### config.mk
export PLATFORM = sky130hd
export DESIGN_NAME = copro_regwin
export DESIGN_NICKNAME = d
export VERILOG_FILES = /design/src/rtl/copro_regwin_pkg.sv /design/src/rtl/copro_regwin_fold.sv /design/src/rtl/copro_regwin_trig.sv /design/src/rtl/copro_regwin_rdmux.sv /design/src/rtl/copro_regwin.sv
export SDC_FILE = /design/constraint.sdc
export NUM_CORES = 1
export LEC_CHECK = 0
export BUFFER_PORTS_ARGS = -buffer_cell sky130_fd_sc_hd__clkbuf_2
export CORE_ASPECT_RATIO = 0.6
export CORE_MARGIN = 2
export CORE_UTILIZATION = 38
export DETAILED_ROUTE_END_ITERATION = 6
export PLACE_DENSITY = 0.58
export RECOVER_POWER = 25
export SETUP_SLACK_MARGIN = 0.4
export SYNTH_ARGS = -nofsm -noshare
export SYNTH_HDL_FRONTEND = slang
export SYNTH_SLANG_ARGS = --single-unit
### constraint.sdc
create_clock -name clk -period 6.25 [get_ports clk]
set_input_delay 1.25 -clock clk [delete_from_list [all_inputs] [get_ports clk]]
set_output_delay 1.25 -clock clk [all_outputs]
set_load 0.02 [all_outputs]
### src/rtl/copro_regwin_pkg.sv
package copro_regwin_pkg;

    localparam int OFS_W = 6;
    localparam int NREG  = 1 << OFS_W;
    localparam int DW    = 8;

    typedef logic [OFS_W-1:0] ofs_t;
    typedef logic [DW-1:0]    byte_t;

    localparam ofs_t O_DPORT   = 6'h00;
    localparam ofs_t O_LDADR   = 6'h04;
    localparam ofs_t O_DGO     = 6'h06;
    localparam ofs_t O_DEAD    = 6'h08;
    localparam ofs_t O_CNT_LO  = 6'h09;
    localparam ofs_t O_CNT_HI  = 6'h0A;
    localparam ofs_t O_DSTAT   = 6'h0C;
    localparam ofs_t O_PFETCH  = 6'h13;
    localparam ofs_t O_PSTEP   = 6'h15;
    localparam ofs_t O_PCTRL   = 6'h18;
    localparam ofs_t O_PSKIP   = 6'h1A;
    localparam ofs_t O_MULGO   = 6'h25;
    localparam ofs_t O_DIVGO   = 6'h27;
    localparam ofs_t O_ASTAT   = 6'h2F;

    typedef struct packed {
        logic dcmp;
        logic ldadr;
        logic mul;
        logic div;
        logic fetch;
    } trig_t;

    function automatic logic reg_readable(input ofs_t o);
        return (o <= 6'h0C) || (o >= 6'h10 && o <= 6'h18) ||
               (o == O_PSKIP) || (o >= 6'h20 && o <= 6'h34);
    endfunction

    function automatic logic reg_writable(input ofs_t o);
        return (o >= 6'h01 && o <= 6'h07) || (o >= 6'h09 && o <= 6'h0B) ||
               (o >= 6'h11 && o <= 6'h18) || (o >= 6'h20 && o <= 6'h27) ||
               (o == 6'h2E) || (o >= 6'h30 && o <= 6'h34);
    endfunction

    function automatic byte_t wr_mask(input ofs_t o);
        byte_t m;
        case (o)
            6'h0B:                      m = 8'h03;
            6'h18:                      m = 8'h7F;
            6'h2E:                      m = 8'h01;
            6'h30:                      m = 8'h87;
            6'h31, 6'h32, 6'h33, 6'h34: m = 8'h07;
            default:                    m = 8'hFF;
        endcase
        return m;
    endfunction

    function automatic byte_t reg_reset(input ofs_t o);
        byte_t v;
        case (o)
            6'h32:   v = 8'h01;
            6'h33:   v = 8'h02;
            default: v = 8'h00;
        endcase
        return v;
    endfunction

endpackage

### src/rtl/copro_regwin_fold.sv
module copro_regwin_fold
    import copro_regwin_pkg::*;
#(
    parameter int          ADDR_W    = 24,
    parameter logic [7:0]  DATA_BANK = 8'h50
) (
    input  logic [ADDR_W-1:0] addr,
    output ofs_t              ofs
);
    localparam int BANK_LSB = ADDR_W - 8;

    logic in_bank;

    always_comb begin
        in_bank = (addr[BANK_LSB +: 8] == DATA_BANK);
        ofs     = in_bank ? O_DPORT : addr[OFS_W-1:0];
    end
endmodule

### src/rtl/copro_regwin_trig.sv
module copro_regwin_trig
    import copro_regwin_pkg::*;
(
    input  logic  wr_en,
    input  ofs_t  ofs,
    input  logic  step_arm,
    output trig_t trig
);
    always_comb begin
        trig       = '0;
        trig.dcmp  = wr_en && (ofs == O_DGO);
        trig.ldadr = wr_en && (ofs == O_LDADR);
        trig.mul   = wr_en && (ofs == O_MULGO);
        trig.div   = wr_en && (ofs == O_DIVGO);
        trig.fetch = wr_en && ((ofs == O_PFETCH) || (ofs == O_PCTRL) ||
                               ((ofs == O_PSTEP) && step_arm));
    end
endmodule

### src/rtl/copro_regwin_rdmux.sv
module copro_regwin_rdmux
    import copro_regwin_pkg::*;
(
    input  ofs_t                 ofs,
    input  logic [NREG*DW-1:0]   image,
    input  byte_t                dcmp_byte,
    input  byte_t                open_bus,
    output byte_t                rd_data
);
    always_comb begin
        if (!reg_readable(ofs)) begin
            rd_data = open_bus;
        end else if (ofs == O_DPORT) begin
            rd_data = dcmp_byte;
        end else if (ofs == O_DEAD || ofs == O_PSKIP) begin
            rd_data = '0;
        end else begin
            rd_data = image[DW*ofs +: DW];
        end
    end
endmodule

### src/rtl/copro_regwin.sv
module copro_regwin
    import copro_regwin_pkg::*;
#(
    parameter int          ADDR_W    = 24,
    parameter logic [7:0]  DATA_BANK = 8'h50
) (
    input  logic              clk,
    input  logic              rst_n,
    input  logic [ADDR_W-1:0] bus_addr,
    input  logic              rd_en,
    input  logic              wr_en,
    input  logic [7:0]        wr_data,
    output logic [7:0]        rd_data,
    input  logic [7:0]        open_bus,
    input  logic [7:0]        dcmp_byte,
    input  logic              dcmp_ready,
    input  logic              mul_done,
    input  logic              div_done,
    output logic              dcmp_start,
    output logic              ldadr_start,
    output logic              mul_start,
    output logic              div_start,
    output logic              port_fetch,
    output logic [511:0]      reg_image
);
    typedef struct packed {
        logic [NREG-1:0][DW-1:0] regs;
        trig_t                   pulse;
    } state_t;

    state_t st_d, st_q;
    ofs_t   ofs;
    trig_t  trig;
    logic [2*DW-1:0] cnt_dec;

    copro_regwin_fold #(.ADDR_W(ADDR_W), .DATA_BANK(DATA_BANK)) u_fold (
        .addr (bus_addr),
        .ofs  (ofs)
    );

    copro_regwin_trig u_trig (
        .wr_en    (wr_en),
        .ofs      (ofs),
        .step_arm (st_q.regs[O_PCTRL][1]),
        .trig     (trig)
    );

    copro_regwin_rdmux u_rdmux (
        .ofs       (ofs),
        .image     (st_q.regs),
        .dcmp_byte (dcmp_byte),
        .open_bus  (open_bus),
        .rd_data   (rd_data)
    );

    always_comb begin
        st_d       = st_q;
        st_d.pulse = trig;
        cnt_dec    = {st_q.regs[O_CNT_HI], st_q.regs[O_CNT_LO]} - 1'b1;

        if (rd_en && ofs == O_DPORT) begin
            st_d.regs[O_CNT_LO] = cnt_dec[DW-1:0];
            st_d.regs[O_CNT_HI] = cnt_dec[2*DW-1:DW];
        end

        // engine strobes first, so a host write below overrides them
        if (dcmp_ready) st_d.regs[O_DSTAT][7] = 1'b1;
        if (mul_done) begin
            st_d.regs[O_ASTAT][7] = 1'b0;
            st_d.regs[O_ASTAT][0] = 1'b0;
        end
        if (div_done) st_d.regs[O_ASTAT][7] = 1'b0;

        if (wr_en) begin
            if (reg_writable(ofs)) st_d.regs[ofs] = wr_data & wr_mask(ofs);
            if (trig.dcmp) st_d.regs[O_DSTAT][7] = 1'b0;
            if (trig.mul)  st_d.regs[O_ASTAT] = st_d.regs[O_ASTAT] | 8'h81;
            if (trig.div)  st_d.regs[O_ASTAT] = st_d.regs[O_ASTAT] | 8'h80;
        end
    end

    always_ff @(posedge clk) begin
        if (!rst_n) begin
            for (int i = 0; i < NREG; i++) st_q.regs[i] <= reg_reset(ofs_t'(i));
            st_q.pulse <= '0;
        end else begin
            st_q <= st_d;
        end
    end

    assign dcmp_start  = st_q.pulse.dcmp;
    assign ldadr_start = st_q.pulse.ldadr;
    assign mul_start   = st_q.pulse.mul;
    assign div_start   = st_q.pulse.div;
    assign port_fetch  = st_q.pulse.fetch;
    assign reg_image   = st_q.regs;
endmodule

[After elaboration in Yosys (flattened, before gate mapping)]
Cells that the tools add are included.
Operators by class
  reduce and logical (&&, ||, !) cells: 29
  mux-type cells: 20
  $add $sub $neg: 1
  shift-type cells: 1
  equal/unequal tests: 17
  order comparisons: 14
  bitwise logic cells: 1
Operator list (number)
  two-way mux 384 bit: 2
  bitwise mux 512 bit: 1
  indexed part select 512 x 10 -> 8 bit: 1
  two-way mux 8 bit: 8
  demux 8 bit (select 6 bit): 1
  == test 6 bit (second input constant): 8
  case mux 8 bit (5 select lines): 1
  == test 6 x 5 -> 1 bit (second input constant): 4
  two-way mux 16 bit: 1
  subtractor 16 x 1 -> 16 bit (second input constant): 1
  logical AND 1 bit: 15
  == test 6 x 3 -> 1 bit (second input constant): 2
  == test 6 x 4 -> 1 bit (second input constant): 2
  >= comparator 6 x 1 -> 1 bit (second input constant): 2
  >= comparator 6 x 5 -> 1 bit (second input constant): 2
  >= comparator 6 bit (second input constant): 2
  <= comparator 6 x 4 -> 1 bit (second input constant): 2
  <= comparator 6 bit (second input constant): 2
  logical OR 1 bit: 11
  bitwise AND 8 bit: 1
  == test 8 x 7 -> 1 bit (second input constant): 1
  < comparator 6 x 7 -> 1 bit (second input constant): 1
  >= comparator 6 x 4 -> 1 bit (second input constant): 1
  <= comparator 6 x 3 -> 1 bit (second input constant): 1
  6 further kinds: 10
Storage, ports and cells
  register bits after elaboration: 517
  output and inout bits: 525

[Depth between registers and ports, before layout]
Gate-level depths: netlist of the first run.
  depth after elaboration: 17
  gate-level depth with buffers: 12
  gate-level depth less buffers: 7

[Modules after synthesis]
A second synthesis of the first run with hierarchy kept.
Unflattened totals
  cell total of the unflattened synthesis: 2102
  area, all modules: 20546.0 µm²
Modules (own cells, without submodules)
  copro_regwin: instances 1, area each 16390.7 µm², cells each 1668
  copro_regwin_rdmux: instances 1, area each 3961.3 µm², cells each 411
  copro_regwin_trig: instances 1, area each 101.3 µm², cells each 15
  copro_regwin_fold: instances 1, area each 92.6 µm², cells each 8

[Worst setup path before layout of the first run]
OpenSTA, ideal clock, no wires.
  kind: input port to output port
  start point: in bus_addr[17]
  end point: out rd_data[5]
  required time: 5000 ps
  arrival: 3542 ps
  slack: 1458 ps
  cell stages on the path: 8
  path buffers: 1
  path through: or4_4 buf_6 o21ai_4 o22ai_1 nor3_1 nor2_1 or4_1 o31ai_1
Between the ends
  cells in the longest elaborated chain, start to end: 8
  elaborated cells on any way between the ends: 20
  classes of those cells: order compare: 5; eq/ne: 3; shift: 1; mux: 4; reduce/logical: 7
Ends and longest elaborated chain
  start: declaration: RTL line copro_regwin.sv:9  | input logic [ADDR_W-1:0] bus_addr,
  == test 8 x 7 -> 1 bit (*): RTL line copro_regwin_fold.sv:15  | in_bank = (addr[BANK_LSB +: 8] == DATA_BANK);
  two-way mux 6 bit (*): RTL line copro_regwin_fold.sv:16  | ofs = in_bank ? O_DPORT : addr[OFS_W-1:0];
  parallel branches: the longest is 5 deep, another holds indexed part select 512 x 10 -> 8 bit
  two-way mux 8 bit (*): RTL line copro_regwin_rdmux.sv:11  | if (!reg_readable(ofs)) begin
  end: declaration: RTL line copro_regwin.sv:13  | output logic [7:0] rd_data,
Mark *: on every way between the ends.

[Final worst setup path of the first run]
  start point: in bus_addr[17]
  end point: out rd_data[0]
The elaborated chain is that of the path after synthesis.

==> run summary, run 1 <==
The root buffer cell chosen for the clock tree is sky130_fd_sc_hd__clkbuf_16. The overall global routing resource usage is 30.33%. The worst supply voltage drop on vdd is 170.8 uV.

The length of routed met3 wiring is 9.045 mm. The post-layout minimum cycle time is 5.745 ns. The worst setup path is of the input pin to output port kind. The total of warnings raised by yosys came out at 0. The number of DRC violations after detailed-routing iteration 0 came out at 1925.

The post-synthesis net count came out at 2304. The detailed-routed wire length on met2 came out at 41.72 mm. The share of the cycle needed by the critical path after routing came out at 91.93%. The share of synthesized registers carrying an async set or reset is 0%. The count of port buffers added during placement came out at 569.

Among all flip-flop cells after synthesis, the most frequent one is sky130_fd_sc_hd__dfxtp_1. The count of vias placed by the detailed router came out at 19.67k. The hold violation count in the final report came out at 0. The number of top-level pins is 580. The die area is 59080 sq um. The average wire per cell in the routed design came out at 26.32 um. The standard-cell row count is 67. The highest layer touched by signal routing is met5. Fill cells in the final layout number 5359. Relative to the synthesized area, the layout overhead comes to 24.26%. The checks that failed: capacitance limit, slew limit. The core region is 56080 sq um.

The estimated wirelength of the detail-placed design is 69.74 mm. The critical path arrival is 4.50 ns. The overall die height is 189.1 um.

The number of pins exceeding their max-slew limit in the final report was 158. Buffers inserted to repair hold after CTS numbered 0. The post-route worst hold slack came out at 0.4453 ns. The total overflow reported by the global router is 0. Of all cell types, the one taking the most synthesized area is sky130_fd_sc_hd__dfxtp_1. Clock tree synthesis inserted a total of 50 buffers. Gates resized during post-CTS repair numbered 0. The share of final-layout standard cells stronger than drive strength 1 came out at 26.99%. The maximum count of clock buffers along a single path came out at 3. The number of synthesized flops with an enable pin came out at 0. Setup repair after global routing left no endpoint under its margin. The first global-routing pass estimated 132.7 mm of wire.

In the routed layout, each cell is associated on average with a via count of 5.523. The number of global-route vias before repair came out at 18.78k. The top-area cell type share of the netlist area came out at 47.71%. In the final timing run, aggregate negative setup slack is 0 ns. The horizontal die dimension is 312.5 um. For this block, wires on met1 add up to 40.16 mm. The largest clock skew in the final design is 0.01345 ns. The final layout contains 2817 nets.

By instance count, the leading cell after synthesis is sky130_fd_sc_hd__dfxtp_1. The total routed wirelength came out at 93.72 mm. The worst-case headroom to the max-slew limit came out at -224.1%. After technology mapping, the gate count stands at 2248. The final number of setup-violating endpoints is 0. A synthesized cell averages 9.651 sq um. Once detail routing completed, the nets flagged for antenna violations numbered 0. The clock slew seen by the registers of the worst setup and hold paths is 0.06 ns. CTS built an H-tree with a depth of 2. The sequential fraction of the synthesis area is 47.71%. The total number of clock tree sinks is 517. After synthesis, the most frequently instantiated cells are sky130_fd_sc_hd__dfxtp_1 (517), sky130_fd_sc_hd__and2_1 (275), sky130_fd_sc_hd__mux2i_1 (261). The first-pass iteration count of the detailed router is 6. The maximum achievable frequency is 0.1741 GHz. The largest net degree at the start of global routing came out at 161. The later-pin clock latency in the skew report is 0.61 ns. The static leakage is 12.05 nW.

The worst setup path is launched from an input pin. STA classifies the critical path endpoint as an output port. The power density of the placed cells is 256.7 nW/um^2. The number of different library cells in the post-synthesis netlist came out at 82.

The effective utilization at floorplan came out at 38.68%. The number of buffers inserted by post-CTS setup repair is 0. In this run the worst path has a maximum fanout of 11. The number of synthesized register bits came out at 517. In the routed design, unresolved DRC markers number 0. The flow ran to the end, but the final reports show violations. The required time at the endpoint of the critical path came out at 5.00 ns. The TritonCTS clock tree is yes.

In the post-synthesis netlist, the biggest area contributors are sky130_fd_sc_hd__dfxtp_1 (48%), sky130_fd_sc_hd__mux2i_1 (12%), sky130_fd_sc_hd__and2_1 (7.9%), sky130_fd_sc_hd__nor2b_1 (4.4%), sky130_fd_sc_hd__o22ai_1 (2.7%). The min-delay analysis places its worst path in the category flop to flop. Summing every instance area after synthesis gives 21690 sq um. The max capacitance violation total is 1. The worst-margin pin slew came out at 4.862 ns. The initial antenna violation count is 6. The congestion estimate from routability-driven global placement came to 0.9724.
## through the flow
| step | cells | worst slack, ns | utilization (%) | area, sq um | power (W) |
|---|---|---|---|---|---|
| finish | 3561 | 0.5046 | 48.07 | 26960 | 0.006921 |
| global route | 3559 | 0.3712 | 48.06 | 26950 | 0.007119 |
| CTS | 3556 | 0.7238 | 48.06 | 26950 | 0.006954 |
| detailed placement | 3468 | 0.7308 | 45.26 | 25380 | 0.003979 |
| global placement | 3468 | 0.8237 | 45.26 | 25380 | 0.003975 |
| floorplan | 2248 | 1.458 | - | 21690 | 0.003725 |
## final timing paths
kind             startpoint        endpoint  slack [ns]  cells after the start
min          reg_image[423]  reg_image[423]        0.45                      2
max reg2reg   reg_image[80]   reg_image[87]        3.66                      7
min reg2reg  reg_image[423]  reg_image[423]        0.45                      2
max            bus_addr[17]      rd_data[0]        0.50                      9
## power breakdown
| part | total [W] | leakage (nW) | switching (W) | internal (W) |
|---|---|---|---|---|
| combinational | 0.000618 | 7.12 | 0.000435 | 0.000183 |
| clock | 0.00300 | 0.769 | 0.00134 | 0.00165 |
| sequential | 0.00331 | 4.16 | 0.00000635 | 0.00330 |
## layer usage
| layer | up-vias | global-route usage (%) |
|---|---|---|
| li1 | 8888 | - |
| met1 | 9737 | 40.37 |
| met2 | 883 | 47.08 |
| met3 | 155 | 9.310 |
| met4 | 6 | 9.079 |
| met5 | - | 1.055 |
## final cells by class
cell class	count	area [sq um]	area share, %
Antenna cell	5	12.51	0.04641
Clock buffer	77	1464	5.430
Clock inverter	11	108.9	0.4038
Inverter	16	60.06	0.2228
Multi-Input combinational cell	1538	10540	39.11
Sequential cell	517	10350	38.39
Tap cell	759	949.7	3.523
Timing Repair Buffer	638	3470	12.87
## sequential cells by signal, summed over array words and instances (netlist names)
register	count
mul_start	1
reg_image	512
ldadr_start	1
port_fetch	1
dcmp_start	1
div_start	1
## placed cells by master (no fill, tap or decap), types with 30 or more instances in the layout
| cell type | count |
|---|---|
| sky130_fd_sc_hd__nand3_1 | 50 |
| sky130_fd_sc_hd__and2_0 | 64 |
| sky130_fd_sc_hd__clkbuf_2 | 561 |
| sky130_fd_sc_hd__o22ai_1 | 93 |
| sky130_fd_sc_hd__clkbuf_16 | 51 |
| sky130_fd_sc_hd__dfxtp_1 | 517 |
| sky130_fd_sc_hd__buf_4 | 62 |
| sky130_fd_sc_hd__nor2b_1 | 152 |
| sky130_fd_sc_hd__mux2i_1 | 261 |
| sky130_fd_sc_hd__nand2_1 | 145 |
| sky130_fd_sc_hd__and3_1 | 30 |
| sky130_fd_sc_hd__a21oi_1 | 74 |
| sky130_fd_sc_hd__o21ai_0 | 51 |
| sky130_fd_sc_hd__a2bb2oi_1 | 48 |
| sky130_fd_sc_hd__nor2_1 | 90 |
| sky130_fd_sc_hd__and2_1 | 212 |
## critical path, stage by stage
cell	delay, ns
sky130_fd_sc_hd__clkbuf_2	0.11
sky130_fd_sc_hd__nor4_4	0.66
sky130_fd_sc_hd__nand2_1	0.50
sky130_fd_sc_hd__and2_1	0.39
sky130_fd_sc_hd__a32o_1	0.29
sky130_fd_sc_hd__nor3_1	0.45
sky130_fd_sc_hd__o2111ai_1	0.27
sky130_fd_sc_hd__o21ai_0	0.29
sky130_fd_sc_hd__clkbuf_2	0.26
## kinds of logic after synthesis
group | synth area share, %
flops | 47.71
xor+xnor | 0.5652
simple gates | 21.54
compound gates | 13.43
buf+inv | 3.933
fa+ha+maj | 0.05766
mux | 12.77
(Power assumes the default switching activity.)
==> run 2, diff against run 1 <==
- SYNTH_HIERARCHICAL: not set -> 1
==> run summary, run 2 <==
The worst setup timing slack at the placement stage is 0.6825 ns (-0.04825 ns). The post-layout instance count excluding filler cells came out at 3363 (-5.6%). The later-pin clock latency in the skew report is 0.57 ns (-0.04 ns). The critical path is of the input pin to output port type.

The number of design rule violations left after detail routing came out at 0 (unchanged). The number of pins exceeding their max-slew limit in the final report is 257 (+63%). The count of vias placed by the detailed router was 18.02k (-8.4%). The netlist area before placement came out at 20550 sq um (-5.3%). The hold violation count in the final report is 0 (unchanged). The ratio of routed vias to standard cells was 5.357 (-3.0%).

The maximum count of clock buffers along a single path came out at 3 (unchanged). The standard-cell row count is 65 (-3.0%). The total routed wirelength came out at 78.86 mm (-16%).

The max capacitance violation total came to 2 (+1). By count the netlist is led by sky130_fd_sc_hd__dfxtp_1 (517), sky130_fd_sc_hd__nand2_1 (325), sky130_fd_sc_hd__and2_1 (263). The top-area cell type share of the netlist area is 50.37% (+2.7 points).

The first-pass iteration count of the detailed router is 6 (unchanged). The post-layout minimum cycle time came to 5.633 ns (-0.1126 ns). The number of top-level pins came out at 580 (unchanged). The share of synthesized registers carrying an async set or reset is 0% (unchanged). The total overflow reported by the global router came out at 0 (unchanged). The final number of setup-violating endpoints came to 0 (unchanged). The average wire per cell in the routed design is 23.45 um (-11%). The effective utilization at floorplan was 38.81% (+0.12 points). The highest net fanout along the worst path was 38 (+27). The count of port buffers added during placement came out at 569 (unchanged). Setup repair after global routing left no endpoint under its margin. Of all cell types, the one taking the most synthesized area is sky130_fd_sc_hd__dfxtp_1. The worst-case headroom to the max-slew limit came out at -95.37% (+130 points). The aggregate negative setup slack was 0 ns (unchanged).

The critical path arrival is 4.38 ns (-0.12 ns). The TritonCTS clock tree is yes. The number of global-route vias before repair came out at 17.04k (-9.3%). The count of buffering cells on the critical path with inverters included is 4 (+2). The biggest cell delay along the critical path came to 0.82 ns (+0.16 ns). For this run, the leading register cell type out of synthesis is sky130_fd_sc_hd__dfxtp_1.

The hold buffer count at cts was 0 (unchanged). The final reports fail on capacitance limit, slew limit. After synthesis, the cell types taking the most area are sky130_fd_sc_hd__dfxtp_1 (50%), sky130_fd_sc_hd__mux2i_1 (8.4%), sky130_fd_sc_hd__and2_1 (8.0%), sky130_fd_sc_hd__nand2_1 (5.9%), sky130_fd_sc_hd__mux4_2 (5.3%). The overall global routing resource usage is 26.75% (-3.6 points). Walking the worst path, the cells encountered are clkbuf_2, nor4b_4, buf_4, a21boi_4, buf_4, nor2_1, nand2_1, nor3_1, a221o_1, a311o_1, clkbuf_2. The path class of the tightest hold or removal check is flop to flop. The routability congestion estimate from global placement is 0.9052 (-6.9%). The cell sitting at the root of the clock tree is a sky130_fd_sc_hd__clkbuf_16.

The number of DRC violations after detailed-routing iteration 0 is 1503 (-22%). The worst setup path is captured at an output port. The number of synthesized flops with an enable pin was 0 (unchanged). On the critical path, the stage with the largest delay is an instance of sky130_fd_sc_hd__nor3_1. The sequential fraction of the synthesis area came to 50.37% (+2.7 points). The die area was 56010 sq um (-5.2%). The cell family contributing the most delay on the critical path is simple AND/OR/NAND/NOR gates. The static leakage was 10.96 nW (-9.1%). The post-synthesis average cell area came out at 9.774 sq um (+1.3%). The placeable core region came out at 52940 sq um (-5.6%). The leading cell type in the layout, fill and taps excluded is sky130_fd_sc_hd__dfxtp_1. Yosys instantiated no cell more often than sky130_fd_sc_hd__dfxtp_1. The first-pass GRT wire length is 112.6 mm (-15%).

The total clock buffers created by CTS came out at 50 (unchanged). The maximum achievable frequency came out at 0.1775 GHz (+2.0%). The number of cells in the design after placement came out at 3262 (-5.9%). The largest net degree at the start of global routing is 176 (+9.3%). The worst-margin pin slew came out at 2.931 ns (-1.931 ns). The startpoint type of the worst setup path is an input pin. The share of the cycle needed by the critical path after routing is 90.12% (-1.8 points). The antenna violation net count after detailed routing came out at 0 (unchanged). In the layout the commonest cells are sky130_fd_sc_hd__dfxtp_1 (517), sky130_fd_sc_hd__clkbuf_2 (500), sky130_fd_sc_hd__nand2_1 (325). The total design power is 0.007123 W (+2.9%).

The estimated wirelength of the detail-placed design came to 57.82 mm (-17%). The overall die height is 184.1 um (-2.6%). The area of all placed cells without fillers is 25740 sq um (-4.5%). The post-cts repair resize count came to 0 (unchanged). The largest clock skew in the final design was 0.003114 ns (-0.01034 ns).

The post-synthesis net count is 2158 (-6.3%). The horizontal die dimension is 304.2 um (-2.6%). The post-place instance area was 24000 sq um (-5.4%). The initial antenna violation count came out at 15 (+9).

The number of different library cells in the post-synthesis netlist came out at 66 (-20%). The cell count after synthesis came out at 2102 (-6.5%). The total number of clock tree sinks came out at 517 (unchanged). The share of final-layout standard cells stronger than drive strength 1 came out at 26.59% (-0.40 points). The total of warnings raised by yosys came to 6 (+6). The required time at the endpoint of the critical path was 5.00 ns (about the same). The final setup slack of the worst path is 0.6173 ns (+0.1126 ns). The number of flip-flops under the largest register name came out at 512 (unchanged). The run finished, with violations left.

The number of levels in the clock H-tree came out at 2 (unchanged). The worst supply voltage drop on vdd came out at 201.1 uV (+18%). The power density of the placed cells came out at 276.8 nW/um^2 (+7.8%). The clock slew seen by the registers of the worst setup and hold paths came to 0.06 ns (about the same). The synthesis-to-finish area growth came out at 25.28%. The final net count is 2667 (-5.3%). The number of synthesized register bits is 517 (unchanged). The number of buffers inserted by post-CTS setup repair is 0 (unchanged).
## run 2: changes by cell type after synthesis, sizes merged, moves of 42 or more
| cell | before | now |
|---|---|---|
| a22oi | 22 | 65 |
| nand2 | 145 | 325 |
| o22ai | 94 | 3 |
| a2bb2oi | 48 | 0 |
| mux4 | 6 | 48 |
| mux2i | 261 | 172 |
| nor2b | 154 | 8 |
| a21oi | 77 | 161 |
## run 2: worst paths after layout
path	startpoint	endpoint	slack (ns)	cells after the start
worst min register to register	reg_image[507]	reg_image[507]	0.46	1
worst min-delay path	reg_image[507]	reg_image[507]	0.46	1
worst max-delay path	bus_addr[17]	rd_data[6]	0.62	11
worst max register to register	reg_image[77]	reg_image[87]	4.25	5
## run 2: report_power, final
group          internal [W]  switching (W)
sequential          0.00330     0.00000864
combinational      0.000132       0.000312
clock               0.00200        0.00137
total               0.00544        0.00169
## run 2: worst reg2reg max path: stages, from the launching register on
cell,delay (ns)
sky130_fd_sc_hd__dfxtp_1,0.37
sky130_fd_sc_hd__nor4_1,0.63
sky130_fd_sc_hd__nand4_1,0.22
sky130_fd_sc_hd__nor3_1,0.30
sky130_fd_sc_hd__xor2_1,0.12
sky130_fd_sc_hd__a31o_2,0.25
## run 2: area by class of cell
| cell class | instances | area [sq um] |
|---|---|---|
| Antenna cell | 9 | 22.52 |
| Fill cell | 4987 | 27200 |
| Tap cell | 703 | 879.6 |
| Sequential cell | 517 | 10350 |
| Clock buffer | 66 | 1403 |
| Inverter | 8 | 35.03 |
| Timing Repair Buffer | 611 | 3098 |
| Clock inverter | 26 | 412.9 |
| Multi-Input combinational cell | 1423 | 9539 |
## run 2: cell families after synthesis
family                   Yosys count  share of synthesized area, %
XOR/XNOR                          15                        0.6394
multiplexers                     220                         13.64
adder cells (fa/ha/maj)            1                       0.06089
AO/OA/AOI/OAI                    342                         10.62
buffers and inverters            162                         3.623
flip-flops                       517                         50.37
AND/OR/NAND/NOR                  845                         21.04
## run 2: stage by stage
step           hold slack [ns]  utilization, %
4_1_cts                 0.4606           48.76
6_report                0.4586           48.62
2_1_floorplan           0.5435               -
3_3_place_gp            0.4410           45.33
3_5_place_dp            0.4427           45.33
5_1_grt                 0.4697           48.60
## run 2: layer usage
metal | part of all wire, % | wire (um) | global-route usage [%]
met5 | 0.085 | 67 | 0
met1 | 42 | 32930 | 34.77
met3 | 9.7 | 7668 | 8.187
met4 | 2.8 | 2200 | 8.677
met2 | 46 | 36000 | 42.54
==> run 3, diff against run 2 <==
==> constraint.sdc (replaced) <==
create_clock -name clk -period 6.25 [get_ports clk]
set_input_delay 1.25 -clock clk [delete_from_list [all_inputs] [get_ports clk]]
set_output_delay 1.25 -clock clk [all_outputs]
set_load 0.01 [all_outputs]
==> run summary, run 3 (synthesis results as in run 2) <==
The TritonCTS clock tree is yes. The largest clock skew in the final design is 0.004184 ns (+0.001070 ns). The maximum count of clock buffers along a single path is 3 (unchanged). The share of final-layout standard cells stronger than drive strength 1 came out at 26.18% (-0.41 points). The overall global routing resource usage is 26.81% (+0.060 points).

The total overflow reported by the global router came out at 0 (unchanged). The clock slew seen by the registers of the worst setup and hold paths came to 0.06 ns (about the same). The number of flip-flops under the largest register name came out at 512 (unchanged). The worst-margin pin slew came to 3.069 ns (+0.1384 ns). The launching element of the worst setup path is bus_addr[22].

The highest net fanout along the worst path is 20 (-47%). The standard-cell row count came out at 65 (unchanged). The aggregate negative setup slack came out at 0 ns (unchanged). The antenna violation net count after detailed routing came out at 0 (unchanged). The number of DRC violations after detailed-routing iteration 0 is 1666 (+11%). The number of cells in the design after placement came out at 3263 (+0.031%). The initial antenna violation count came out at 6 (-9). The power density of the placed cells is 272.2 nW/um^2 (-1.6%). The average wire per cell in the routed design came out at 23.47 um (about the same).

The total number of clock tree sinks is 517 (unchanged). In the layout the commonest cells are sky130_fd_sc_hd__dfxtp_1 (517), sky130_fd_sc_hd__clkbuf_2 (491), sky130_fd_sc_hd__nand2_1 (325). The number of filler instances in the final layout is 5012 (+0.50%). The number of pins exceeding their max-slew limit in the final report came out at 251 (-2.3%). The sequential cell area is 10350 sq um (unchanged). The hold buffer count at cts is 0 (unchanged).

The critical path's slowest cell is sky130_fd_sc_hd__mux4_2. The effective utilization at floorplan came to 38.81% (unchanged). The static leakage came to 10.91 nW (-0.38%). Setup repair after global routing left no endpoint under its margin. The number of levels in the clock H-tree came out at 2 (unchanged).

The total clock buffers created by CTS came out at 49 (-2.0%). The die area was 56010 sq um (unchanged). The post-layout instance count excluding filler cells came out at 3355 (-0.24%). The worst hold path begins at reg_image[491]. The library cell used most frequently in the layout, excluding fill and tap cells, is sky130_fd_sc_hd__dfxtp_1. The critical register-to-register path startpoint is reg_image[78]. The first-pass GRT wire length is 113.5 mm (+0.75%).

The maximum achievable frequency came out at 0.1815 GHz (+2.2%). The horizontal die dimension is 304.2 um (unchanged). The post-layout minimum cycle time is 5.510 ns (-0.1224 ns). The estimated wirelength of the detail-placed design came to 57.80 mm (about the same).

The overall die height is 184.1 um (unchanged). The final net count was 2667 (unchanged). The ratio of routed vias to standard cells came out at 5.351 (-0.13%). The total routed wirelength is 78.75 mm (-0.15%). The number of buffers inserted by post-CTS setup repair came out at 0 (unchanged). The routability congestion estimate from global placement is 0.8962 (-0.99%). The number of top-level pins came out at 580 (unchanged). The worst-case headroom to the max-slew limit is -104.6% (-9.2 points).

The min-delay analysis places its worst path in the category flop to flop. The first-pass iteration count of the detailed router came out at 6 (unchanged). The largest net degree at the start of global routing came out at 188 (+6.8%). The count of vias placed by the detailed router is 17.95k (-0.37%).

The critical path arrival came out at 4.26 ns (-0.12 ns). The max capacitance violation total is 2 (unchanged). STA classifies the critical path startpoint as an input pin. The worst supply voltage drop on vdd came out at 196.4 uV (-2.4%). The category of the worst setup path capture point is an output port. The hold violation count in the final report came out at 0 (unchanged). The final reports fail on capacitance limit, slew limit.

The number of global-route vias before repair is 17.00k (-0.26%). The post-cts repair resize count came out at 0 (unchanged). The later-pin clock latency in the skew report is 0.57 ns (about the same). The biggest cell delay along the critical path is 0.62 ns (-0.20 ns). The flow ran to the end, but the final reports show violations. The synthesis-to-finish area growth is 25.13%. The final number of setup-violating endpoints is 0 (unchanged). The required time at the endpoint of the critical path came out at 5.00 ns (about the same). The count of port buffers added during placement is 569 (unchanged).

The total design power was 0.006999 W (-1.7%). The critical path goes through clkbuf_2, nor4b_4, buf_4, a21boi_4, buf_4, mux4_2, a22oi_1, a21oi_1, a311o_1, clkbuf_2. The critical path is of the input pin to output port type.

The number of design rule violations left after detail routing is 0 (unchanged). The placeable core region is 52940 sq um (unchanged). The share of the cycle needed by the critical path after routing is 88.17% (-2.0 points).

The root buffer cell chosen for the clock tree is sky130_fd_sc_hd__clkbuf_16. The footprint of the multi-input gates came to 9539 sq um (unchanged).
## run 3: path summary, 6_finish.rpt
kind / to / slack (ns) / depth (start not counted)
worst min-delay path: reg_image[491] / 0.45 / 1
worst max-delay path: rd_data[5] / 0.74 / 10
worst min register to register: reg_image[491] / 0.45 / 1
worst max register to register: reg_image[87] / 4.26 / 5
## run 3: per-layer routing
| layer | part of all wire (%) | up-vias | GRT usage [%] | wire length, um |
|---|---|---|---|---|
| li1 | - | 8285 | - | - |
| met1 | 43 | 8799 | 36.54 | 34150 |
| met2 | 46 | 755 | 43.09 | 36240 |
| met3 | 8.6 | 108 | 6.439 | 6737 |
| met4 | 2.0 | 4 | 6.149 | 1597 |
| met5 | 0.029 | - | 0 | 23 |
## run 3: cell type report
cell class	instances	area share (%)
repair buffers	612	12.23
diodes	5	0.04867
inverters	8	0.1363
clock buffers	70	5.665
well taps	703	3.421
clock inverters	17	1.139
multi-input cells	1423	37.10
flip-flops and latches	517	40.26
## run 3: critical path: cells and delay by family
family	cells	cell delay, ns
muxes	1	0.62
and+or+nand+nor	1	0.13
buffers and inverters	4	0.92
AOI/OAI and AO/OA	4	1.31
## run 3: power breakdown
group	internal [W]	switching (W)	total (W)
combinational	0.000136	0.000304	0.000440
sequential	0.00330	0.00000876	0.00331
clock	0.00191	0.00134	0.00325
## run 3: per-stage QoR
stage	cell area, sq um	worst slack, ns	hold WS [ns]	utilization [%]
after floorplan	20550	1.048	0.4895	-
after CTS	25810	0.7493	0.4607	48.75
final	25710	0.7397	0.4547	48.56
after global placement	24060	0.7566	0.4410	45.44
after global routing	25700	0.6269	0.4699	48.55
after detailed placement	24060	0.7625	0.4427	45.44
